--- config.mk ---
export PLATFORM = sky130hd
export DESIGN_NAME = pnp_card_ctl
export DESIGN_NICKNAME = d
export VERILOG_FILES = /design/src/rtl/pnp_card_pkg.sv /design/src/rtl/pnp_phase_ctl.sv /design/src/rtl/pnp_cfg_regs.sv /design/src/rtl/pnp_res_store.sv /design/src/rtl/pnp_card_ctl.sv
export SDC_FILE = /design/constraint.sdc
export NUM_CORES = 1
export LEC_CHECK = 0
export ABC_CLOCK_PERIOD_IN_PS = 5900
export CAP_MARGIN = 20
export CORE_UTILIZATION = 58
export CTS_BUF_LIST = sky130_fd_sc_hd__clkbuf_4 sky130_fd_sc_hd__clkbuf_8 sky130_fd_sc_hd__clkbuf_16
export CTS_CLUSTER_DIAMETER = 80
export DETAILED_ROUTE_END_ITERATION = 16
export PLACE_DENSITY = 0.91
export SLEW_MARGIN = 20
export SYNTH_ARGS = -nofsm -noshare
export SYNTH_HDL_FRONTEND = slang
export SYNTH_SLANG_ARGS = --single-unit
--- constraint.sdc ---
create_clock -name clk -period 5.9 [get_ports clk]
set_input_delay 1.18 -clock clk [delete_from_list [all_inputs] [get_ports clk]]
set_output_delay 1.18 -clock clk [all_outputs]
set_load 0.05 [all_outputs]
--- src/rtl/pnp_card_pkg.sv ---
package pnp_card_pkg;

  typedef enum logic [1:0] {
    PH_WAIT_KEY = 2'd0,
    PH_SLEEP    = 2'd1,
    PH_ISOL     = 2'd2,
    PH_CONFIG   = 2'd3
  } phase_t;

  localparam int DATA_W = 8;
  localparam int IO_W   = 16;

  localparam logic [7:0] IX_RDPORT   = 8'h00;
  localparam logic [7:0] IX_CFG_CTL  = 8'h02;
  localparam logic [7:0] IX_WAKE     = 8'h03;
  localparam logic [7:0] IX_RES      = 8'h04;
  localparam logic [7:0] IX_STATUS   = 8'h05;
  localparam logic [7:0] IX_CSN      = 8'h06;
  localparam logic [7:0] IX_ACT      = 8'h30;
  localparam logic [7:0] IX_RCHK     = 8'h31;
  localparam logic [7:0] IX_BASE_HI  = 8'h60;
  localparam logic [7:0] IX_BASE_LO  = 8'h61;
  localparam logic [7:0] IX_IRQ      = 8'h70;
  localparam logic [7:0] IX_IRQ_TYPE = 8'h71;
  localparam logic [7:0] IX_DMA0     = 8'h74;
  localparam logic [7:0] IX_DMA1     = 8'h75;
  localparam logic [7:0] IX_CSN_SAV  = 8'hF5;
  localparam logic [7:0] IX_VEND     = 8'hF6;

  localparam logic [15:0] RDPORT_LO = 16'h0200;
  localparam logic [15:0] RDPORT_HI = 16'h03FF;

  localparam logic [7:0] STATUS_VAL   = 8'h01;
  localparam logic [7:0] IRQ_TYPE_VAL = 8'h02;
  localparam logic [7:0] NO_DMA_VAL   = 8'h04;
  localparam logic [7:0] CHK_HI_VAL   = 8'h55;
  localparam logic [7:0] CHK_LO_VAL   = 8'hAA;

endpackage

--- src/rtl/pnp_phase_ctl.sv ---
module pnp_phase_ctl
  import pnp_card_pkg::*;
(
  input  logic       clk,
  input  logic       rst_n,
  input  logic       wr_en,
  input  logic [7:0] idx,
  input  logic [7:0] val,
  input  logic       key_ok,
  input  logic       iso_won,
  output phase_t     phase,
  output logic [7:0] csn,
  output logic [7:0] csn_sav,
  output logic       seed,
  output logic       ptr_clr
);

  logic wake_match;
  assign wake_match = wr_en && (idx == IX_WAKE) && (val == csn) && (phase != PH_WAIT_KEY);
  assign ptr_clr    = wake_match;

  always_ff @(posedge clk) begin
    if (!rst_n) begin
      phase   <= PH_WAIT_KEY;
      csn     <= '0;
      csn_sav <= '0;
      seed    <= 1'b0;
    end else begin
      seed <= 1'b0;
      if (phase == PH_WAIT_KEY) begin
        if (key_ok) phase <= PH_SLEEP;
      end else if (wr_en) begin
        case (idx)
          IX_CFG_CTL: begin
            if (val[2]) begin
              csn     <= '0;
              csn_sav <= '0;
            end
            if (val[1]) phase <= PH_WAIT_KEY;
          end
          IX_WAKE: begin
            if (val == csn) begin
              seed <= 1'b1;
              if (phase == PH_SLEEP)
                phase <= (val != 8'h00) ? PH_CONFIG : PH_ISOL;
            end else if (phase == PH_CONFIG || phase == PH_ISOL) begin
              phase <= PH_SLEEP;
            end
          end
          IX_CSN: begin
            if (phase == PH_ISOL || phase == PH_CONFIG) begin
              csn     <= val;
              csn_sav <= val;
              phase   <= PH_CONFIG;
            end
          end
          IX_VEND: begin
            if (phase == PH_CONFIG && val[2]) csn <= '0;
          end
          default: ;
        endcase
      end else if (iso_won && phase == PH_ISOL) begin
        phase <= PH_CONFIG;
      end
    end
  end

endmodule

--- src/rtl/pnp_cfg_regs.sv ---
module pnp_cfg_regs
  import pnp_card_pkg::*;
(
  input  logic        clk,
  input  logic        rst_n,
  input  logic        wr_en,
  input  logic [7:0]  idx,
  input  logic [7:0]  val,
  input  phase_t      phase,
  output logic [7:0]  act,
  output logic [7:0]  rchk,
  output logic [15:0] base,
  output logic [7:0]  irq,
  output logic [15:0] port,
  output logic        port_ok
);

  logic [15:0] new_port;
  logic        new_ok;
  logic        live;
  logic        cfg;

  assign new_port = {6'b0, val, 2'b11};
  assign new_ok   = (new_port >= RDPORT_LO) && (new_port <= RDPORT_HI);
  assign live     = wr_en && (phase != PH_WAIT_KEY);
  assign cfg      = wr_en && (phase == PH_CONFIG);

  always_ff @(posedge clk) begin
    if (!rst_n) begin
      act     <= '0;
      rchk    <= '0;
      base    <= '0;
      irq     <= '0;
      port    <= '0;
      port_ok <= 1'b0;
    end else begin
      if (live && idx == IX_RDPORT) begin
        port    <= new_port;
        port_ok <= new_ok;
      end
      if (live && idx == IX_CFG_CTL && val[0]) begin
        act  <= '0;
        rchk <= '0;
        base <= '0;
        irq  <= '0;
      end
      if (cfg) begin
        case (idx)
          IX_ACT:     act        <= val;
          IX_RCHK:    rchk       <= val;
          IX_BASE_HI: base[15:8] <= val;
          IX_BASE_LO: base[7:0]  <= val;
          IX_IRQ:     irq        <= val;
          default: ;
        endcase
      end
    end
  end

endmodule

--- src/rtl/pnp_res_store.sv ---
module pnp_res_store #(
  parameter int         DEPTH = 16,
  parameter logic [7:0] SEED  = 8'h3C,
  parameter int         STEP  = 5
) (
  input  logic       clk,
  input  logic       rst_n,
  input  logic       clr,
  input  logic       adv,
  output logic [7:0] byte_o
);

  localparam int PW = (DEPTH > 1) ? $clog2(DEPTH) : 1;
  localparam logic [PW-1:0] LAST = PW'(DEPTH - 1);

  logic [7:0]    bytes [DEPTH];
  logic [PW-1:0] ptr;

  for (genvar g = 0; g < DEPTH; g++) begin : g_byte
    assign bytes[g] = SEED + 8'((g * STEP) % 256);
  end

  assign byte_o = bytes[ptr];

  always_ff @(posedge clk) begin
    if (!rst_n) begin
      ptr <= '0;
    end else if (clr) begin
      ptr <= '0;
    end else if (adv) begin
      ptr <= (ptr == LAST) ? '0 : ptr + 1'b1;
    end
  end

endmodule

--- src/rtl/pnp_card_ctl.sv ---
module pnp_card_ctl
  import pnp_card_pkg::*;
#(
  parameter int         RES_DEPTH = 16,
  parameter logic [7:0] RES_SEED  = 8'h3C,
  parameter int         RES_STEP  = 5,
  parameter int         WIN_SIZE  = 32
) (
  input  logic        clk,
  input  logic        rst_n,
  input  logic        idx_wr,
  input  logic [7:0]  idx_val,
  input  logic        dat_wr,
  input  logic [7:0]  dat_val,
  input  logic        key_ok,
  input  logic        iso_won,
  input  logic        host_rd,
  input  logic [15:0] host_addr,
  output logic        rsp_valid,
  output logic [7:0]  rsp_data,
  output logic [1:0]  phase,
  output logic [7:0]  csn_o,
  output logic        seed_pulse,
  output logic        dec_en,
  output logic [15:0] io_base,
  output logic [7:0]  irq_lvl,
  output logic [15:0] rd_port,
  output logic        rd_port_ok
);

  localparam logic [15:0] WIN_LEN = 16'(WIN_SIZE);

  phase_t      ph;
  logic [7:0]  idx;
  logic [7:0]  csn_sav;
  logic [7:0]  act;
  logic [7:0]  rchk;
  logic [15:0] base;
  logic [7:0]  res_byte;
  logic        ptr_clr;
  logic        port_hit;
  logic        win_hit;
  logic [15:0] win_off;
  logic [7:0]  reg_q;

  always_ff @(posedge clk) begin
    if (!rst_n)
      idx <= '0;
    else if (idx_wr && ph != PH_WAIT_KEY)
      idx <= idx_val;
  end

  pnp_phase_ctl u_phase (
    .clk     (clk),
    .rst_n   (rst_n),
    .wr_en   (dat_wr),
    .idx     (idx),
    .val     (dat_val),
    .key_ok  (key_ok),
    .iso_won (iso_won),
    .phase   (ph),
    .csn     (csn_o),
    .csn_sav (csn_sav),
    .seed    (seed_pulse),
    .ptr_clr (ptr_clr)
  );

  pnp_cfg_regs u_cfg (
    .clk     (clk),
    .rst_n   (rst_n),
    .wr_en   (dat_wr),
    .idx     (idx),
    .val     (dat_val),
    .phase   (ph),
    .act     (act),
    .rchk    (rchk),
    .base    (base),
    .irq     (irq_lvl),
    .port    (rd_port),
    .port_ok (rd_port_ok)
  );

  assign port_hit = host_rd && rd_port_ok && (host_addr == rd_port) && (ph != PH_WAIT_KEY);
  assign win_off  = host_addr - base;
  assign win_hit  = host_rd && rchk[1] && (host_addr >= base) && (win_off < WIN_LEN);

  pnp_res_store #(
    .DEPTH (RES_DEPTH),
    .SEED  (RES_SEED),
    .STEP  (RES_STEP)
  ) u_res (
    .clk    (clk),
    .rst_n  (rst_n),
    .clr    (ptr_clr),
    .adv    (port_hit && idx == IX_RES),
    .byte_o (res_byte)
  );

  always_comb begin
    case (idx)
      IX_RES:      reg_q = res_byte;
      IX_STATUS:   reg_q = STATUS_VAL;
      IX_CSN:      reg_q = csn_o;
      IX_ACT:      reg_q = act;
      IX_RCHK:     reg_q = rchk;
      IX_BASE_HI:  reg_q = base[15:8];
      IX_BASE_LO:  reg_q = base[7:0];
      IX_IRQ:      reg_q = irq_lvl;
      IX_IRQ_TYPE: reg_q = IRQ_TYPE_VAL;
      IX_DMA0:     reg_q = NO_DMA_VAL;
      IX_DMA1:     reg_q = NO_DMA_VAL;
      IX_CSN_SAV:  reg_q = csn_sav;
      default:     reg_q = 8'h00;
    endcase
  end

  always_ff @(posedge clk) begin
    if (!rst_n) begin
      rsp_valid <= 1'b0;
      rsp_data  <= '0;
    end else begin
      rsp_valid <= port_hit || win_hit;
      if (port_hit)
        rsp_data <= reg_q;
      else if (win_hit)
        rsp_data <= rchk[0] ? CHK_HI_VAL : CHK_LO_VAL;
    end
  end

  assign phase   = ph;
  assign dec_en  = act[0];
  assign io_base = base;

endmodule

==> flow_summary.ini, run 1 <==
[sta]
tightest_slew_ns = 1.04
maxSlewViolCount = 0
rsz0062_at_grt = no
hold_violations = 0
finalCriticalPeriod_ns = 4.31
setup_viol = 0
min_period_over_period_pct = 73.0
whs_ns = 0.473
layout_setup_ws_ns = 1.59
skew_ns = 0.0118
fmax_mhz = 232
max-slew-margin-rel_pct = 29.9
fin_setup_tns_ns = 0

[placed_design]
preCtsSetupSlack_ns = 1.29
place_congestion = 0.962
dp_hpwl_um = 13200
post_dp_cell_area_sq_mm = 0.00649
port-buffer-count = 94

[critical_path]
max_stage_delay_ns = 0.70
crit_fanout = 9
start_kind = input port
crit_path_frequent_cell = a21oi_1
reg2reg_from = u_cfg.base[7]
rrSetupSlack_ns = 2.41
crit_type = input port to register
crit_chain = clkdlybuf4s50_1, ha_1, a21oi_1, nand2b_1, o311ai_1, nand2_1, a21oi_1, mux2i_1, a31oi_4, o211a_1
rr_endpoint = rsp_data[5]
reg2reg_depth = 10
required_ns = 6.16
crit_arrival_ns = 4.57
crit_family = compound AO/OA/AOI/OAI gates
slowest_stage = mux2i_1
critPathCaptureType = register
cp.buffers_inverters = 1

[floorplanning]
dieArea_sq_mm = 0.0100
placementRows = 35
start_util_pct = 60.0
die_x_um = 100
dieHeight_um = 100
coreArea_sq_mm = 0.00928
io_pins = 101

[pwr]
p_int_w = 0.000860
pwr-share-seq_pct = 50.1
switching_share_pct = 31.2
pwr-share-comb_pct = 18.0
leakage_nw = 2.24
p_per_area_mw_per_mm2 = 187
netSwitchingPower_w = 0.000390
power_w = 0.00125
ir_drop_v = 0.000132
clkPwrFrac_pct = 31.9

[synth]
yosys_warnings = 0
yosys.area.top_type = dfxtp_1
ys_types = 75
synth-async-reset-ratio_pct = 0
postSynthAreaPerCell_sq_um = 7.69
seq_area_frac_synth_pct = 32.0
synth_common_cells = nand2_1, dfxtp_1, a21oi_1, nor2_1, nand3_1
netlist_instances = 725
synthTopCellsByArea = dfxtp_1, a21oi_1, nand2_1, nand3_1, ha_1
ys_ff_latch = 89
synth_edf_count = 0
synth_ff_type = dfxtp_1
syn_area_sq_mm = 0.00557
netlist.area_leader.share_pct = 32.0
yosysMostFrequentCell = nand2_1

[cts]
cts_buffer_depth = 2
cts.hold.buffers_added = 0
cts_buffers = 9
cts-resized-gates = 0
tritoncts = yes
cts.reportedPaths.clkPinSlew_ns = 0.09
insertion_delay_ns = 0.36
cts-htree-levels = 3
cts.sinks = 89
cts_setup_buffers = 0
cts_root_buffer = clkbuf_8

[global_route]
grt.total_usage_pct = 36.3
grt_max_degree = 77
grt_pass1_wl_um = 28300
grt_antenna_before_repair = 0
grt.overflow.total = 0
grt_pass1_vias = 5569

[status]
outcome = finished, final reports clean

[detailed_routing]
finalWirelength_um = 18100
firstDrtPassIters = 8
viasPerCell = 6.52
drc_errors = 0
vias = 6009
dr.first_iter.drc_count = 602
routedWlPerCell_um = 19.6
antenna_left = 0

[min_path]
hold_class = register to register
whs_path_depth = 2
hp-start = u_cfg.rchk[2]
holdPathEnd = u_cfg.rchk[2]

[layout]
nNetsFinal = 845
area_delta_synth_final_pct = 19.8
postLayoutCellArea_sq_mm = 0.00668
drive_above_1_share_pct = 6.19
antenna_cells = 0

[run]
maxCapViolCount = 0
[how the worst max path moves through the flow]
stage | start | to | slack, ns | depth (start not counted)
2_1_floorplan | host_addr[5] | rsp_data[0] | 2.21 | 10
3_3_place_gp | host_addr[7] | rsp_data[4] | 1.36 | 10
3_5_place_dp | host_addr[7] | rsp_data[5] | 1.29 | 10
4_1_cts | host_addr[7] | rsp_data[7] | 1.65 | 10
5_1_grt | host_addr[7] | rsp_data[1] | 1.38 | 10
6_report | host_addr[7] | rsp_data[5] | 1.59 | 10
[final cells by class]
type,count,area (sq um)
well taps,129,161
flip-flops and latches,89,1780
fillers,750,2610
repair buffers,101,993
multi-input cells,554,3440
clock buffers,11,139
inverters,32,120
clock inverters,5,41.3
[registers in the layout, indices dropped and copies added, names as in the netlist, 8 cells and up]
signal	cells
u_phase.csn_sav	8
u_cfg.port	8
u_cfg.act	8
idx	8
u_cfg.irq	8
rsp_data	8
u_cfg.rchk	8
u_phase.csn	8
u_cfg.base	16
[layout by cell type, fill, tap and decap left out, drive strengths merged, types with 5 or more instances in the layout]
master and n:
xnor2 18, o21ai 22, ha 19, dfxtp 89, a22oi 9, and3 5, nand4 10, nor3 14
mux2i 19, clkbuf 11, o211ai 7, a311o 8, nor3b 5, conb 6, or3 7, nand2 94
inv 33, nor4 11, nand3 57, o211a 9, buf 7, clkdlybuf4s50 94, nor2 60, a21oi 84
a21o 6, nand2b 7, a31oi 8
[worst min-delay path: cells and delay by family, from the launching register on]
family	cells	cell delay (ns)
AOI/OAI and AO/OA	1	0.05
DFF	1	0.32
and+or+nand+nor	1	0.06
[kinds of logic after synthesis]
group                      after synthesis  share of synthesized area [%]
DFF                                     89                           32.0
buffers and inverters                   87                           6.78
AOI/OAI and AO/OA                      198                           24.8
xor gates and xnor gates                21                           3.30
muxes                                   19                           3.41
and+or+nand+nor                        291                           25.4
other                                    1                         0.0673
adders and majority gates               19                           4.27
[layer usage]
layer  global-route usage, %  up-vias  wire [um]
met4                    20.1        0        889
met3                    7.17       77       1800
met1                    44.6     2785       6970
met2                    59.8      398       8410
li1                        -     2749          -
met5                       0        -          0
[power by group through the flow]
| stage | clock network, W | registers [W] | logic [W] |
|---|---|---|---|
| floorplan | 0 | 0.000645 | 0.000146 |
| global placement | 0 | 0.000640 | 0.000218 |
| detailed placement | 0 | 0.000640 | 0.000219 |
| CTS | 0.000396 | 0.000626 | 0.000220 |
| global route | 0.000420 | 0.000628 | 0.000240 |
| finish | 0.000399 | 0.000626 | 0.000225 |
[through the flow]
| stage | utilization (%) | std cells |
|---|---|---|
| after floorplan | - | 730 |
| after global placement | 69.9 | 904 |
| after detailed placement | 69.9 | 904 |
| after CTS | 71.8 | 920 |
| after global routing | 71.9 | 921 |
| final | 71.9 | 921 |
No activity file was read; power rests on OpenSTA's default activity.
==> run 2, diff against run 1 <==
- ABC_CLOCK_PERIOD_IN_PS: 5900 -> 3750
- CORE_UTILIZATION: 58 -> 48
- PLACE_DENSITY: 0.91 -> 0.81
- clock period: 5.9 -> 3.75 ns (I/O delays scaled with it)
==> flow_summary.ini, run 2 (synthesis gave the netlist of run 1 again) <==
[pwr]
clkPwrFrac_pct = 40.8
leakage_nw = 2.45
p_per_area_mw_per_mm2 = 328
switching_share_pct = 28.3
netSwitchingPower_w = 0.000653
ir_drop_v = 0.000266
pwr-share-seq_pct = 42.7
power_w = 0.00231
p_int_w = 0.00165
pwr-share-comb_pct = 16.4

[floorplanning]
placementRows = 38
io_pins = 101
dieHeight_um = 110
die_x_um = 110
coreArea_sq_mm = 0.0111
start_util_pct = 50.3
dieArea_sq_mm = 0.0120

[cts]
tritoncts = yes
cts.sinks = 89
cts.hold.buffers_added = 0
insertion_delay_ns = 0.35
cts_buffers = 9
cts.reportedPaths.clkPinSlew_ns = 0.07
cts-htree-levels = 3
cts-resized-gates = 0
cts_setup_buffers = 0
cts_root_buffer = clkbuf_16
cts_buffer_depth = 2

[layout]
top_register = u_cfg.base
regArea_sq_mm = 0.00178
area_delta_synth_final_pct = 26.3
multi_input_area_sq_mm = 0.00344
largest_reg_flops = 16
fin_util_pct = 63.6
fin_cells = 959
mostFrequentLayoutCells = nand2_1, clkdlybuf4s50_1, dfxtp_1, a21oi_1, nor2_1
antenna_cells = 0
drive_above_1_share_pct = 9.28
nNetsFinal = 872
final.fill_count = 1016

[critical_path]
critPathCaptureType = register
slowest_stage = clkdlybuf4s50_1
crit_type = input port to register
crit_arrival_ns = 3.68
crit_fanout = 8
required_ns = 4.04
start_kind = input port
max_stage_delay_ns = 0.46
crit_chain = clkdlybuf4s50_1, ha_1, nor3b_1, a2111oi_0, o211ai_1, a2111oi_2, nand4_1, nor4_4, buf_4, a311o_2, o211a_1

[detailed_routing]
dr.first_iter.drc_count = 605
viasPerCell = 6.23
firstDrtPassIters = 6
routedWlPerCell_um = 19.6
vias = 5973
antenna_left = 0
drc_errors = 0
finalWirelength_um = 18800

[sta]
setup_viol = 0
finalCriticalPeriod_ns = 3.39
tightest_slew_ns = 0.968
fmax_mhz = 295
maxSlewViolCount = 0
max-slew-margin-rel_pct = 33.8
min_period_over_period_pct = 90.5
fin_setup_tns_ns = 0
hold_violations = 0
rsz0062_at_grt = no
skew_ns = 0.00858

[global_route]
grt_antenna_before_repair = 0
groute.layer.met2.usage_pct = 54.7
grt_max_degree = 50
top_usage_layer = met2
use_met1_pct = 38.9
grt_pass1_wl_um = 29400
grt.overflow.total = 0
grt_pass1_vias = 5775
grt.total_usage_pct = 32.3
grt_use_met3_pct = 5.87

[placed_design]
dp_hpwl_um = 14200
dp.cells = 943
place_congestion = 0.938
port-buffer-count = 94

[run]
maxCapViolCount = 0

[min_path]
hold_class = register to register

[status]
outcome = finished, final reports clean
run 2: final timing paths:
kind | startpoint | to | slack (ns) | cells past startpoint
worst max-delay path | host_addr[6] | rsp_data[4] | 0.36 | 11
worst min-delay path | u_cfg.rchk[2] | u_cfg.rchk[2] | 0.46 | 2
worst max register to register | u_cfg.base[5] | rsp_data[4] | 0.71 | 12
worst min register to register | u_cfg.rchk[2] | u_cfg.rchk[2] | 0.46 | 2
run 2: power groups by stage:
stage          Sequential (W)  Combinational [W]  Clock [W]
2_1_floorplan         0.00102           0.000229          0
3_3_place_gp          0.00101           0.000370          0
3_5_place_dp          0.00101           0.000373          0
4_1_cts              0.000985           0.000375   0.000942
5_1_grt              0.000989           0.000404   0.000989
6_report             0.000986           0.000379   0.000942
run 2: layer usage:
| layer | vias up | wire [um] |
|---|---|---|
| met5 | - | 0 |
| met4 | 0 | 922 |
| met3 | 74 | 1660 |
| met2 | 329 | 8900 |
| met1 | 2769 | 7340 |
| li1 | 2801 | - |
run 2: critical path: cells and delay by family:
family                   cells  cell delay, ns
AND/OR/NAND/NOR              3            0.65
AO/OA/AOI/OAI                5            1.17
buffers and inverters        2            0.68
adder cells (fa/ha/maj)      1            0.41
run 2: per-stage QoR:
step                      cell area, sq um  hold slack (ns)  setup WS (ns)
after CTS                             7040            0.464          0.352
final                                 7040            0.465          0.358
after global placement                6730            0.446         0.0623
after global routing                  7040            0.485          0.221
after floorplan                       5590            0.436          0.486
after detailed placement              6730            0.449        0.00539
run 2: area by class of cell:
type | instances | area share [%]
clock buffer | 10 | 3.39
clock inverter | 6 | 1.07
inverter | 32 | 1.71
multi-input combinational | 554 | 48.9
sequential | 89 | 25.3
tap | 140 | 2.49
timing repair buffer | 128 | 17.2
==> run 3, diff against run 2 <==
- TNS_END_PERCENT: unset -> 50
==> results of run 3 <==
The final DEF is identical to that of run 2; final timing and power are the same.
